`config.mk`:
```
export PLATFORM = sky130hd
export DESIGN_NAME = cfg_i2c_slave
export DESIGN_NICKNAME = d
export VERILOG_FILES = /design/src/rtl/cfgi2c_pkg.sv /design/src/rtl/i2c_deglitch.sv /design/src/rtl/i2c_bus_events.sv /design/src/rtl/cfg_byte_engine.sv /design/src/rtl/cfg_reg_file.sv /design/src/rtl/cfg_i2c_slave.sv
export SDC_FILE = /design/constraint.sdc
export NUM_CORES = 1
export LEC_CHECK = 0
export CAP_MARGIN = 40
export CELL_PAD_IN_SITES_DETAIL_PLACEMENT = 2
export CELL_PAD_IN_SITES_GLOBAL_PLACEMENT = 2
export CORE_AREA = 2 2 120 134
export DETAILED_ROUTE_END_ITERATION = 12
export DIE_AREA = 0 0 122 136
export PLACE_DENSITY = 0.87
export SETUP_SLACK_MARGIN = 0.5
export SLEW_MARGIN = 20
export SYNTH_ARGS = -nofsm -noshare
export SYNTH_HDL_FRONTEND = slang
export SYNTH_SLANG_ARGS = --single-unit
```
`constraint.sdc`:
```
create_clock -name clk -period 2.75 [get_ports clk]
set_input_delay 0.55 -clock clk [delete_from_list [all_inputs] [get_ports clk]]
set_output_delay 0.55 -clock clk [all_outputs]
set_load 0.01 [all_outputs]
```
`src/rtl/cfgi2c_pkg.sv`:
```
package cfgi2c_pkg;

  localparam int FILLER_BYTES = 2;

  typedef enum logic [2:0] {
    ST_IDLE,
    ST_RX,
    ST_RX_ACK,
    ST_TX,
    ST_TX_ACK
  } bus_state_t;

  function automatic logic [7:0] reg_reset_value(input int unsigned idx);
    return (idx == 0) ? 8'h00 : 8'hFF;
  endfunction

  function automatic logic addr_hit(input logic [7:0] rx, input logic [6:0] own);
    return rx[7:1] == own;
  endfunction

endpackage

```
`src/rtl/i2c_deglitch.sv`:
```
module i2c_deglitch #(
  parameter int FILT_LEN = 4
) (
  input  logic clk,
  input  logic rst_n,
  input  logic line_in,
  output logic line_f
);
  localparam int CNTW = $clog2(FILT_LEN + 1);

  logic       sync1, sync2;
  logic [CNTW-1:0] run_cnt;

  always_ff @(posedge clk or negedge rst_n) begin
    if (!rst_n) begin
      sync1 <= 1'b1;
      sync2 <= 1'b1;
    end else begin
      sync1 <= line_in;
      sync2 <= sync1;
    end
  end

  always_ff @(posedge clk or negedge rst_n) begin
    if (!rst_n) begin
      line_f  <= 1'b1;
      run_cnt <= '0;
    end else if (sync2 != line_f) begin
      if (run_cnt == CNTW'(FILT_LEN - 1)) begin
        line_f  <= sync2;
        run_cnt <= '0;
      end else begin
        run_cnt <= run_cnt + 1'b1;
      end
    end else begin
      run_cnt <= '0;
    end
  end

  AST_FILTER_FOLLOWS_SYNC: assert property (@(posedge clk) disable iff (!rst_n)
    !$stable(line_f) |-> line_f == $past(sync2));

endmodule

```
`src/rtl/i2c_bus_events.sv`:
```
module i2c_bus_events (
  input  logic clk,
  input  logic rst_n,
  input  logic scl_f,
  input  logic sda_f,
  output logic ev_start,
  output logic ev_stop,
  output logic scl_rise,
  output logic scl_fall
);
  logic scl_q, sda_q;

  always_ff @(posedge clk or negedge rst_n) begin
    if (!rst_n) begin
      scl_q <= 1'b1;
      sda_q <= 1'b1;
    end else begin
      scl_q <= scl_f;
      sda_q <= sda_f;
    end
  end

  assign ev_start = scl_f & scl_q & sda_q & ~sda_f;
  assign ev_stop  = scl_f & scl_q & ~sda_q & sda_f;
  assign scl_rise = scl_f & ~scl_q;
  assign scl_fall = ~scl_f & scl_q;

endmodule

```
`src/rtl/cfg_byte_engine.sv`:
```
module cfg_byte_engine
  import cfgi2c_pkg::*;
#(
  parameter int         NREG     = 7,
  parameter logic [6:0] DEV_ADDR = 7'h69,
  localparam int        IW       = (NREG > 1) ? $clog2(NREG) : 1,
  localparam int        PW       = $clog2(NREG + 1)
) (
  input  logic          clk,
  input  logic          rst_n,
  input  logic          scl_f,
  input  logic          sda_f,
  input  logic          ev_start,
  input  logic          ev_stop,
  input  logic          scl_rise,
  input  logic          scl_fall,
  input  logic [7:0]    rd_data,
  output logic [PW-1:0] rd_ptr,
  output logic          wr_en,
  output logic [IW-1:0] wr_idx,
  output logic [7:0]    wr_data,
  output logic          sda_drive
);
  localparam int CMAX = FILLER_BYTES + NREG;
  localparam int CW   = $clog2(CMAX + 1);

  bus_state_t    state;
  logic [3:0]    bit_cnt;
  logic [7:0]    rx_sh;
  logic [7:0]    tx_sh;
  logic          is_addr;
  logic          rd_mode;
  logic          ack_drv;
  logic          m_ack;
  logic [CW-1:0] data_cnt;

  function automatic logic in_window(input logic [CW-1:0] cnt);
    return (cnt >= CW'(FILLER_BYTES)) && (cnt < CW'(CMAX));
  endfunction

  always_ff @(posedge clk or negedge rst_n) begin
    if (!rst_n) begin
      state    <= ST_IDLE;
      bit_cnt  <= '0;
      rx_sh    <= '0;
      tx_sh    <= 8'hFF;
      is_addr  <= 1'b0;
      rd_mode  <= 1'b0;
      ack_drv  <= 1'b0;
      m_ack    <= 1'b0;
      data_cnt <= '0;
      rd_ptr   <= '0;
      wr_en    <= 1'b0;
      wr_idx   <= '0;
      wr_data  <= '0;
    end else begin
      wr_en <= 1'b0;
      if (ev_start) begin
        state    <= ST_RX;
        is_addr  <= 1'b1;
        bit_cnt  <= '0;
        ack_drv  <= 1'b0;
        data_cnt <= '0;
        rd_ptr   <= '0;
      end else if (ev_stop) begin
        state   <= ST_IDLE;
        ack_drv <= 1'b0;
      end else begin
        case (state)
          ST_RX: begin
            if (scl_rise) begin
              rx_sh   <= {rx_sh[6:0], sda_f};
              bit_cnt <= bit_cnt + 1'b1;
            end else if (scl_fall && bit_cnt == 4'd8) begin
              bit_cnt <= '0;
              if (is_addr) begin
                if (addr_hit(rx_sh, DEV_ADDR)) begin
                  ack_drv <= 1'b1;
                  rd_mode <= rx_sh[0];
                  state   <= ST_RX_ACK;
                end else begin
                  state <= ST_IDLE;
                end
              end else begin
                ack_drv <= 1'b1;
                state   <= ST_RX_ACK;
                if (in_window(data_cnt)) begin
                  wr_en   <= 1'b1;
                  wr_idx  <= IW'(data_cnt - CW'(FILLER_BYTES));
                  wr_data <= rx_sh;
                end
                if (data_cnt != CW'(CMAX)) data_cnt <= data_cnt + 1'b1;
              end
            end
          end
          ST_RX_ACK: begin
            if (scl_fall) begin
              ack_drv <= 1'b0;
              is_addr <= 1'b0;
              if (is_addr && rd_mode) begin
                state <= ST_TX;
                tx_sh <= rd_data;
              end else begin
                state <= ST_RX;
              end
            end
          end
          ST_TX: begin
            if (scl_fall) begin
              if (bit_cnt == 4'd7) begin
                state   <= ST_TX_ACK;
                bit_cnt <= '0;
                tx_sh   <= 8'hFF;
                if (rd_ptr != PW'(NREG)) rd_ptr <= rd_ptr + 1'b1;
              end else begin
                tx_sh   <= {tx_sh[6:0], 1'b1};
                bit_cnt <= bit_cnt + 1'b1;
              end
            end
          end
          ST_TX_ACK: begin
            if (scl_rise) begin
              m_ack <= ~sda_f;
            end else if (scl_fall) begin
              if (m_ack) begin
                state <= ST_TX;
                tx_sh <= rd_data;
              end else begin
                state <= ST_IDLE;
              end
            end
          end
          default: ;
        endcase
      end
    end
  end

  assign sda_drive = (state == ST_TX) ? ~tx_sh[7] : ack_drv;

  AST_PULL_ONLY_SCL_LOW: assert property (@(posedge clk) disable iff (!rst_n)
    !$stable(sda_drive) |-> !scl_f);
  AST_IDLE_RELEASES: assert property (@(posedge clk) disable iff (!rst_n)
    (state == ST_IDLE) |-> !sda_drive);
  AST_START_REARMS: assert property (@(posedge clk) disable iff (!rst_n)
    ev_start |=> (state == ST_RX) && (bit_cnt == 4'd0));

endmodule

```
`src/rtl/cfg_reg_file.sv`:
```
module cfg_reg_file
  import cfgi2c_pkg::*;
#(
  parameter int  NREG = 7,
  localparam int IW   = (NREG > 1) ? $clog2(NREG) : 1,
  localparam int PW   = $clog2(NREG + 1)
) (
  input  logic              clk,
  input  logic              rst_n,
  input  logic              wr_en,
  input  logic [IW-1:0]     wr_idx,
  input  logic [7:0]        wr_data,
  input  logic [PW-1:0]     rd_ptr,
  output logic [7:0]        rd_data,
  output logic [NREG*8-1:0] regs_flat
);
  logic [7:0] regs [NREG];

  for (genvar gi = 0; gi < NREG; gi++) begin : g_byte
    always_ff @(posedge clk or negedge rst_n) begin
      if (!rst_n) regs[gi] <= reg_reset_value(gi);
      else if (wr_en && wr_idx == IW'(gi)) regs[gi] <= wr_data;
    end
    assign regs_flat[gi*8 +: 8] = regs[gi];
  end

  always_comb begin
    rd_data = 8'hFF;
    for (int i = 0; i < NREG; i++) begin
      if (rd_ptr == PW'(i)) rd_data = regs[i];
    end
  end

  AST_HOLD_WITHOUT_WRITE: assert property (@(posedge clk) disable iff (!rst_n)
    !wr_en |=> $stable(regs_flat));
  AST_WRITE_IN_RANGE: assert property (@(posedge clk) disable iff (!rst_n)
    wr_en |-> int'(wr_idx) < NREG);

endmodule

```
`src/rtl/cfg_i2c_slave.sv`:
```
module cfg_i2c_slave #(
  parameter int         NREG     = 7,
  parameter logic [6:0] DEV_ADDR = 7'h69,
  parameter int         FILT_LEN = 4
) (
  input  logic              clk,
  input  logic              rst_n,
  input  logic              scl_in,
  input  logic              sda_in,
  output logic              sda_pull,
  output logic [NREG*8-1:0] cfg_bytes
);
  localparam int IW = (NREG > 1) ? $clog2(NREG) : 1;
  localparam int PW = $clog2(NREG + 1);

  logic [1:0]    raw_lines;
  logic [1:0]    clean_lines;
  logic          ev_start, ev_stop, scl_rise, scl_fall;
  logic [7:0]    rd_data;
  logic [PW-1:0] rd_ptr;
  logic          wr_en;
  logic [IW-1:0] wr_idx;
  logic [7:0]    wr_data;

  assign raw_lines = {sda_in, scl_in};

  for (genvar gl = 0; gl < 2; gl++) begin : g_line
    i2c_deglitch #(.FILT_LEN(FILT_LEN)) u_flt (
      .clk    (clk),
      .rst_n  (rst_n),
      .line_in(raw_lines[gl]),
      .line_f (clean_lines[gl])
    );
  end

  i2c_bus_events u_evt (
    .clk     (clk),
    .rst_n   (rst_n),
    .scl_f   (clean_lines[0]),
    .sda_f   (clean_lines[1]),
    .ev_start(ev_start),
    .ev_stop (ev_stop),
    .scl_rise(scl_rise),
    .scl_fall(scl_fall)
  );

  cfg_byte_engine #(.NREG(NREG), .DEV_ADDR(DEV_ADDR)) u_eng (
    .clk      (clk),
    .rst_n    (rst_n),
    .scl_f    (clean_lines[0]),
    .sda_f    (clean_lines[1]),
    .ev_start (ev_start),
    .ev_stop  (ev_stop),
    .scl_rise (scl_rise),
    .scl_fall (scl_fall),
    .rd_data  (rd_data),
    .rd_ptr   (rd_ptr),
    .wr_en    (wr_en),
    .wr_idx   (wr_idx),
    .wr_data  (wr_data),
    .sda_drive(sda_pull)
  );

  cfg_reg_file #(.NREG(NREG)) u_regs (
    .clk      (clk),
    .rst_n    (rst_n),
    .wr_en    (wr_en),
    .wr_idx   (wr_idx),
    .wr_data  (wr_data),
    .rd_ptr   (rd_ptr),
    .rd_data  (rd_data),
    .regs_flat(cfg_bytes)
  );

endmodule

```
## Yosys cells after proc, flatten, opt, wreduce, memory -nomap -nowiden

Index checks and enable logic that the tools add are counted.

- Bits of input ports: 4
- Word-level logic and storage cells: 207
- Output and inout port bits: 57
- Flip-flop bits (word level): 116

- Order comparisons: 2
- Multiplexer cells: 72
- Add/sub/neg operators: 6
- Equal/unequal tests: 44
- Reductions and logical operators: 37
- Bitwise gates (word level): 16

Operators with widths:

| cell | count |
|---|---|
| 2-to-1 mux 8 bit | 14 |
| 2-to-1 mux 3 bit | 19 |
| 2-to-1 mux 4 bit | 13 |
| equality test 3 x 2 -> 1 bit, second input constant | 8 |
| != test 4 x 3 -> 1 bit, second input constant | 6 |
| case mux 8 bit (3 select lines) | 1 |
| equality test 3 bit, second input constant | 7 |
| 2-to-1 mux 1 bit | 18 |
| nonzero test 2 bit | 8 |
| AND reduction 7 bit | 2 |
| != test 4 bit, second input constant | 3 |
| case mux 3 bit (4 select lines) | 1 |
| AND reduction 4 bit | 3 |
| logical AND 1 bit | 10 |
| != test 2 x 1 -> 1 bit, second input constant | 5 |
| AND reduction 5 bit | 2 |
| adder 3 x 1 -> 3 bit, second input constant | 3 |
| equality test 3 x 1 -> 1 bit, second input constant | 3 |
| inverter 1 bit | 9 |
| AND reduction 9 bit | 1 |
| adder 4 x 1 -> 4 bit, second input constant | 2 |
| 2-to-1 mux 2 bit | 4 |
| != test 2 bit, second input constant | 4 |
| case mux 4 bit (2 select lines) | 1 |
| 20 further kinds | 30 |

## Logic depth before layout (Yosys ltp)

Gate-level depths: netlist (run 1).

- Word-level depth: 12
- Depth in mapped cells: 9
- Mapped depth without buffers: 7

## Hierarchy

From an unflattened synthesis (run 1), not the netlist that was laid out.

- Cell total of the unflattened synthesis: 448
- Area total of the unflattened synthesis: 5753.0 sq um

By module, submodules not included:

| module | cells each | times used | area an instance (sq um) |
|---|---|---|---|
| cfg_reg_file | 190 | 1 | 2753.9 |
| cfg_byte_engine | 226 | 1 | 2471.1 |
| i2c_deglitch | 13 | 2 | 220.2 |
| i2c_bus_events | 6 | 1 | 87.6 |

## Worst setup path after synthesis (run 1)

No wires, ideal clock.

- Kind: flip-flop to flip-flop
- From: reg u_eng.rd_ptr[2]
- To: reg u_eng.tx_sh[7]
- Cell stages (with the launch flop): 9
- Setup slack: 0.745 ns
- Data required time: 2.664 ns
- Data arrival time: 1.919 ns
- Setup time: 0.086 ns
- Path through: dfrtp_1 -> clkbuf_1 -> inv_1 -> ha_1 -> clkbuf_1 -> nor2_1 -> o211ai_1 -> a221oi_1 -> o31ai_1

- Word-level cells in the longest chain between the ends: 12
- Elaborated cells between the ends (all ways): 20
- Classes of those cells: 6 x eq/ne; 13 x mux; 1 x reduce/logical

RTL lines:

| what | line | text |
|---|---|---|
| start: declaration | cfg_byte_engine.sv:18 | `output logic [PW-1:0] rd_ptr,` |
| start signal: assignment | cfg_byte_engine.sv:114 | `if (rd_ptr != PW'(NREG)) rd_ptr <= rd_ptr + 1'b1;` |
| logical NOT 3 bit | cfg_reg_file.sv:30 | `if (rd_ptr == PW'(i)) rd_data = regs[i];` |
| 2-to-1 mux 8 bit (6 in series) | cfg_reg_file.sv:30 |  |
| 2-to-1 mux 8 bit (*) | cfg_reg_file.sv:30 |  |
| 2-to-1 mux 8 bit | cfg_byte_engine.sv:125 | `if (m_ack) begin` |
| 2-to-1 mux 8 bit | cfg_byte_engine.sv:124 | `end else if (scl_fall) begin` |
| 2-to-1 mux 8 bit | cfg_byte_engine.sv:122 | `if (scl_rise) begin` |
| case mux 8 bit (3 select lines) (*) | cfg_byte_engine.sv:69 | `case (state)` |
| end signal: assignment | cfg_byte_engine.sv:102 | `tx_sh <= rd_data;` |
| end signal: assignment | cfg_byte_engine.sv:116 | `tx_sh <= {tx_sh[6:0], 1'b1};` |
| end signal: assignment | cfg_byte_engine.sv:127 | `tx_sh <= rd_data;` |
| end: declaration | cfg_byte_engine.sv:30 | `logic [7:0] tx_sh;` |

Every way passes the cells marked *; elsewhere a longest branch is shown, timed or not. The select of a mux whose other input is x is not followed.
A chain may end at the register's enable or synchronous reset.

## Final worst setup path (run 1)

- From: reg u_eng.rd_ptr[1]
- To: reg u_eng.tx_sh[0]

The elaborated chain is that of the path after synthesis.

==> flow_results.org, run 1 <==
** Timing
- Hold Vio Cnt, Final :: 0
- Peak clock frequency supported by timing :: 438 MHz
- Hold timing on the final database bottoms out at a slack of 0.178 ns.
- For the pin with the worst max-slew slack, the measured transition is 0.816 ns.
- Final count of negative-setup-slack endpoints :: 0
- Total negative slack for setup checks :: 0 ns
- Measured against its own limit, the worst slew margin works out to 45.3%.
- The total count of max-transition violations in the final report was 0.
- Setup slack closes at 0.469 ns.
- Setup repair after global routing missed its margin :: yes
- Final critical path time including I/O delays and setup :: 2.28 ns
- Tcrit/Tclk final :: 82.9%
- Across the routed clock network, the largest skew measured is 0.00790 ns.

** Power and ir drop
- Worst VDD drop :: 480 µV
- Combinational logic is responsible for 9.4% of the overall power.
- Sequential power share :: 40.9%
- Sw frac :: 26.0%
- Of the total power, the clock network draws 49.7%.
- Leakage :: 0.00299 µW
- Cell internal power was estimated by the tool at 3620 µW.
- Dividing total power by cell area gives a power density of 683 nW/µm².
- Switching power summed over all nets :: 1270 µW

** Logic synthesis
- Yosys printed 0 warnings.
- Gate Count Post-Synth :: 488
- Cell area after synthesis :: 5670 µm²
- Mean Syn Cell Area :: 11.6 µm²
- Top-area cell type share of the netlist area :: 29.6%
- The synthesized design contains 116 register bits.
- The synthesized netlist contains 53 unique library cells.
- Sequential elements use 52.6% of the synthesized area.
- The number of nets handed over by synthesis was 507.
- By area the synthesized netlist is led by sky130_fd_sc_hd__dfstp_2, sky130_fd_sc_hd__dfrtp_1, sky130_fd_sc_hd__mux2_2.
- Cell type contributing the most total cell area after synthesis :: sky130_fd_sc_hd__dfstp_2

** Drt
- Residual DRC :: 0
- Final wirelength :: 19500 µm
- Initial DRT Pass Iterations :: 4
- Once detail routing completed, the nets flagged for antenna violations numbered 0.
- First-iteration detailed-routing DRC count :: 239
- Total vias in the final route :: 4312
- In the routed layout, each cell is associated on average with a via count of 5.63.
- After detailed routing, the average wire length per cell comes to 25.5 µm.

** Final layout
- Share of post-route cells with drive strength above 1 :: 34.8%
- Leaving out fill and tap cells, the most frequent cell in the layout is sky130_fd_sc_hd__dfstp_2.
- The finished cells cover 7150 µm².
- Number of inserted diodes :: 0
- Leading cell types in the layout, fill and taps excluded :: sky130_fd_sc_hd__dfstp_2, sky130_fd_sc_hd__mux2_2, sky130_fd_sc_hd__clkdlybuf4s50_1, sky130_fd_sc_hd__dfrtp_1, sky130_fd_sc_hd__nand2_1
- From synthesis to final layout, the design area changed by 26.1%.
- After the last flow step, the layout net total stands at 572.
- The count of cells in the finished layout, fillers not included, comes to 766.

** Die
- Row generation in the floorplan step produced 48 rows.
- The floorplan step defined a die boundary enclosing 16600 µm².
- In this run the count of I/O pins placed on the die edge is 61.
- The die is 122 µm wide.
- Effective utilization at floorplan :: 37.0%
- After floorplanning, the core was sized to cover 15300 µm².
- Vertical die dimension :: 136 µm

** Setup path
- Startpoint Class :: flop
- On the critical path the largest part of the delay comes from compound AO/OA/AOI/OAI gates.
- The slowest stage of the critical path is the sky130_fd_sc_hd__dfrtp_1 cell.
- CP Capture Type :: flop
- The signal on the critical path passes through inv_1 > ha_2 > nor2_1 > a221o_1 > a311oi_1 > o22ai_1 > a21oi_1.
- For flop-to-flop paths, the worst setup slack is 0.47 ns.
- The setup path with the least slack is of type reg -> reg.
- For the worst setup path, the data required time is 3.10 ns.
- Critical Path Max Stage Delay :: 0.46 ns
- Total buffers and inverters traversed by the critical path :: 1
- For the worst setup path, the data arrival time is 2.63 ns.
- In this run the worst path has a maximum fanout of 14.

** Clocking
- Root Buffer Master :: sky130_fd_sc_hd__clkbuf_16
- TritonCTS built the clock tree.
- The H-tree was split into 4 levels.
- Clock latency on the worst-skew pair, taken at its later pin, is 0.43 ns.
- Number of buffers on the longest clock path :: 2
- Clock Sinks :: 116
- Clock transition at path regs :: 0.06 ns
- Clock tree synthesis inserted a total of 17 buffers.

** Global route
- Via count of the first global-routing pass :: 4928
- Number of antenna violations at the first check in global routing :: 0
- Overall overflow remaining after global route :: 0
- Global-route wire length before repair :: 30800 µm
- Global router's overall resource usage :: 25.5%
- Entering global routing, the biggest net connects 52 pins.

** Place
- Detail Placement HPWL :: 13200 µm
- Before CTS, the worst setup slack after placement is 0.431 ns.
- The count of buffers added on input and output ports is 60.
- After detailed placement, the total cell area comes to 6480 µm².
- Number of placed cells counting well taps :: 734
- Last weighted congestion value of the routability-driven placer :: 0.852

** Flow run
- Max Cap Violations :: 0

** Min path
- In this run the worst hold path is classified as in -> async.

** Run status
- The flow ran to the end, and the final reports show no timing, DRC or antenna violations.
## logic make-up after synthesis
logic type	after synthesis	synth area share (%)
xor gates and xnor gates	5	0.772
DFF	116	52.6
buffers and inverters	55	4.15
AOI/OAI and AO/OA	90	10.8
muxes	78	15.9
adders and majority gates	15	3.31
and+or+nand+nor	129	12.5
## sequential cells by signal, summed over array words and instances, names as in the netlist, 2 cells and up
register / cells
u_eng.rx_sh: 8
g_line.u_flt.sync1: 2
g_line.u_flt.sync2: 2
u_eng.tx_sh: 8
u_eng.data_cnt: 4
u_eng.rd_ptr: 3
u_eng.bit_cnt: 4
u_regs.regs_flat: 56
g_line.u_flt.line_f: 2
u_eng.state: 3
u_eng.wr_data: 8
g_line.u_flt.run_cnt: 6
u_eng.wr_idx: 3
## synth_stat cells, drive strengths merged
| library cell | instances |
|---|---|
| and3 | 2 |
| a31oi | 1 |
| o21ai | 18 |
| o22ai | 9 |
| dfrtp | 52 |
| nor3 | 10 |
| buf | 14 |
| nand4bb | 1 |
| a21oi | 24 |
| a221o | 14 |
| ha | 15 |
| mux2 | 71 |
| a211oi | 1 |
| a22o | 1 |
| nor4b | 1 |
| or2 | 1 |
| nor4 | 1 |
| a221oi | 7 |
| o41ai | 1 |
| and2 | 2 |
| and3b | 1 |
| mux2i | 7 |
| nand3 | 12 |
| nand4 | 3 |
| nor2b | 7 |
| o31ai | 9 |
| and2b | 1 |
| nor2 | 27 |
| inv | 32 |
| nand2b | 9 |
| xor2 | 3 |
| a311oi | 3 |
| and4b | 1 |
| nand4b | 2 |
| or3 | 3 |
| xnor2 | 2 |
| nor3b | 4 |
| nand3b | 3 |
| or3b | 1 |
| nand2 | 37 |
| o211ai | 2 |
| dfstp | 64 |
| clkbuf | 9 |
## repair_timing
action	in CTS	in global routing
hold buffers	0	0
setup buffers	0	0
setup endpoints to repair	9	11
gates resized for setup	9	5
## power by group through the flow
stage          logic, µW  registers [µW]  clock network (µW)
3_5_place_dp         457            2010                   0
2_1_floorplan        370            1920                   0
6_report             458            2000                2430
3_3_place_gp         404            1990                   0
5_1_grt              508            2020                2530
4_1_cts              462            2000                2450
## per-layer routing
| layer | up-vias | track usage, % | share of wire [%] |
|---|---|---|---|
| li1 | 1876 | - | - |
| met1 | 2282 | 28.3 | 39 |
| met2 | 111 | 46.3 | 55 |
| met3 | 43 | 5.33 | 3.0 |
| met4 | 0 | 11.5 | 3.4 |
| met5 | - | 0 | 0 |
## worst paths after layout
kind                                         end             startpoint  cells past startpoint
max                               u_eng.tx_sh[0]        u_eng.rd_ptr[1]                      7
min                          u_regs.regs_flat[6]                  rst_n                      1
max reg2reg                       u_eng.tx_sh[0]        u_eng.rd_ptr[1]                      7
min reg2reg                g_line[0].u_flt.sync2  g_line[0].u_flt.sync1                      0
max in group asynchronous            u_evt.sda_q                  rst_n                      2
min in group clk           g_line[0].u_flt.sync2  g_line[0].u_flt.sync1                      0
## per-stage QoR
step | total power [µW] | utilization (%)
6_report | 4890 | 46.7
5_1_grt | 5060 | 46.7
4_1_cts | 4910 | 46.7
3_5_place_dp | 2470 | 42.3
3_3_place_gp | 2390 | 42.3
2_1_floorplan | 2290 | -
## layout make-up
class	count	area, µm²
clock buffer	21	470
clock inverter	11	173
fill	1503	8160
inverter	32	120
multi-input combinational	317	2480
sequential	116	2990
tap	200	250
timing repair buffer	69	673
Power figures use the tool's default switching activity.
==> run 2, diff against run 1 <==
--- a/config.mk
+++ b/config.mk
@@ -8,10 +8,10 @@
 export CAP_MARGIN = 40
 export CELL_PAD_IN_SITES_DETAIL_PLACEMENT = 2
 export CELL_PAD_IN_SITES_GLOBAL_PLACEMENT = 2
-export CORE_AREA = 2 2 120 134
+export CORE_AREA = 2 2 127 141
 export DETAILED_ROUTE_END_ITERATION = 12
-export DIE_AREA = 0 0 122 136
-export PLACE_DENSITY = 0.87
+export DIE_AREA = 0 0 129 143
+export PLACE_DENSITY = 0.83
 export SETUP_SLACK_MARGIN = 0.5
 export SLEW_MARGIN = 20
 export SYNTH_ARGS = -nofsm -noshare
==> constraint.sdc (replaced) <==
create_clock -name clk -period 1.8 [get_ports clk]
set_input_delay 0.36 -clock clk [delete_from_list [all_inputs] [get_ports clk]]
set_output_delay 0.36 -clock clk [all_outputs]
set_load 0.01 [all_outputs]
==> run 2 against run 1 <==
The flow now finishes with violations (setup timing). Global-route usage grew 5.9 points. Final cell count grew 25%. Routed wire length increased by 71%. Maximum frequency rose by 4.0%. Non-clock buffer count up 157. Sequential cell count stayed put. Hold slack got worse by 0.16 ns. Critical path type unchanged.
==> flow_results.org, run 2 (same netlist as run 1, synthesis figures left out) <==
** Run status
- The run finished, with violations left.
- Violations in the final reports :: setup timing

** Power and ir drop
- After layout, the design draws a total of 8330 µW.
- The analysis attributes to cell leakage a power of 0.00445 µW.
- VDD sags by at most 899 µV.
- In this run the power density over the cells is 860 nW/µm².

** Global route
- The initial antenna violation count came to 0.
- Global-route wire length before repair :: 41100 µm
- Via count of the first global-routing pass :: 6026
- Largest net degree at the start of global routing :: 117
- The total overflow left after global routing is 0.
- Global router's overall resource usage :: 31.3%

** Timing
- Total negative slack for setup checks :: -4.61 ns
- For the finished layout, the period the worst path requires is 2.19 ns.
- Once routing completed, OpenROAD measured the worst setup slack at -0.392 ns.
- Transition at the pin with the smallest max-transition slack :: 0.662 ns
- Worst hold slack :: 0.0216 ns
- The total count of max-transition violations in the final report came to 0.
- On the final layout, the worst clock skew is 0.0131 ns.
- Max-Slew Margin vs Limit :: 55.9%
- Setup repair after global routing missed its margin :: yes
- Hold Vio Cnt, Final :: 0
- Setup violations remaining at the end of the flow were counted as 32.
- Timing would allow up to 456 MHz.
- In the finished design, the share of the clock period the worst path needs comes to 122%.

** Setup path
- Worst setup path class :: reg -> reg
- Along the worst path, the maximum fanout reaches 5.
- The worst setup path is captured at a flop.
- The largest individual stage delay along the critical path comes from the cell sky130_fd_sc_hd__dfrtp_1.
- Startpoint Class :: flop
- Traced cell by cell, the critical path runs through inv_2 > ha_4 > buf_12 > buf_12 > nand2b_4 > buf_6 > nor2_1 > a21oi_1 > o22ai_1 > o31ai_2.
- For the worst setup path, the data required time is 2.14 ns.
- Counting stages on the worst path, the most repeated cell is sky130_fd_sc_hd__buf_12.
- Gate family responsible for the most delay along the worst path :: compound AO/OA/AOI/OAI gates
- In this design, the stage delay of the slowest critical-path cell is 0.40 ns.
- Data arrival time of the critical path :: 2.54 ns
- Total buffers and inverters traversed by the critical path :: 4

** Final layout
- At the end of the flow the core is filled with cells to 57.2%.
- Number of inserted diodes :: 0
- Share of post-route cells with drive strength above 1 :: 71.8%
- Final nets :: 729
- Largest register FFs :: 56
- Leaving out fill and tap cells, the most frequent cells in the layout are sky130_fd_sc_hd__buf_4, sky130_fd_sc_hd__buf_6, sky130_fd_sc_hd__mux2_4, sky130_fd_sc_hd__dfstp_2, sky130_fd_sc_hd__dfrtp_1.
- Once layout is complete, the cells apart from fillers number 957.
- Layout overhead on the synthesized area :: 70.9%
- The library cell used most frequently in the layout, excluding fill and tap cells, is sky130_fd_sc_hd__buf_4.

** Clocking
- Clock Sinks :: 116
- No sink is reached through more buffers than the 2 on the longest clock path.
- After clock tree synthesis, the clock-pin slew on the worst setup and hold paths is 0.06 ns.
- Worst skew pair latency :: 0.44 ns
- Root Buffer Master :: sky130_fd_sc_hd__clkbuf_16
- TritonCTS built the clock tree.
- Number of H-tree levels :: 4
- Number of buffers created by CTS :: 17
- Number of buffers inserted for hold repair after clock tree synthesis :: 0

** Drt
- After detailed routing, the number of vias per cell comes to 5.71.
- Initial DRT Pass Iterations :: 5
- In this run, the number of DRC markers left after iteration 0 of detailed routing was 366.
- In the routed design, unresolved DRC markers number 0.
- Once detail routing completed, the nets flagged for antenna violations numbered 0.
- Routed length per instance :: 34.9 µm
- Total vias in the final route :: 5462
- The routed design has 33400 µm of wire.

** Die
- Full die area :: 18400 µm²
- After floorplanning, the core was sized to cover 17000 µm².
- Effective utilization at floorplan :: 33.5%
- Number of I/O pins :: 61
- Vertical die dimension :: 143 µm
- Cell row count :: 50
- Width of the die :: 129 µm

** Place
- Last weighted congestion value of the routability-driven placer :: 0.862
- The wire-length estimate of the detail-placed layout is 12900 µm.
- Including well taps, the total number of placed cells is 802.
- IO Port Bufs :: 60

** Flow run
- Max Cap Violations :: 0

** Min path
- In this run the worst hold path is classified as in -> async.
-- run 2: final timing paths --
kind	from	to	slack (ns)	cells past startpoint
setup reg to reg	u_eng.rd_ptr[1]	u_eng.tx_sh[6]	-0.39	10
min in group clk	scl_in	g_line[0].u_flt.sync1	0.33	1
setup / recovery	u_eng.rd_ptr[1]	u_eng.tx_sh[6]	-0.39	10
hold / removal	rst_n	u_regs.regs_flat[3]	0.02	2
hold reg to reg	g_line[0].u_flt.sync1	g_line[0].u_flt.sync2	0.36	0
max in group asynchronous	rst_n	u_eng.state[2]	1.23	2
-- run 2: per-stage QoR --
stage                     area (µm²)  setup slack [ns]
after detailed placement        7050           -0.0937
final                           9690            -0.392
after CTS                       9050           -0.0611
after global routing            9690            -0.403
after global placement          7050          -0.00641
after floorplan                 6000            0.0599
-- run 2: cell type report --
type	count	area, µm²
tap	234	293
inverter	32	133
clock inverter	9	151
sequential	116	2990
fill	1534	7260
timing repair buffer	226	2260
clock buffer	23	468
multi-input combinational	317	3400
-- run 2: metal layers --
metal	vias up	share of wire, %	track usage [%]
met1	2857	35	32.6
met5	-	0	0
met3	133	5.4	6.41
li1	2193	-	-
met2	279	52	58.2
met4	0	6.8	17.6
-- run 2: what timing repair did --
item                       CTS  global route
gates resized for setup    417           105
pin swaps                   47            21
gates cloned                 3             1
setup endpoints to repair  158           160
setup buffers               91            28
-- run 2: where the power goes --
group | internal, µW | switching, µW
Combinational | 692 | 901
Sequential | 2800 | 177
Clock | 2390 | 1380
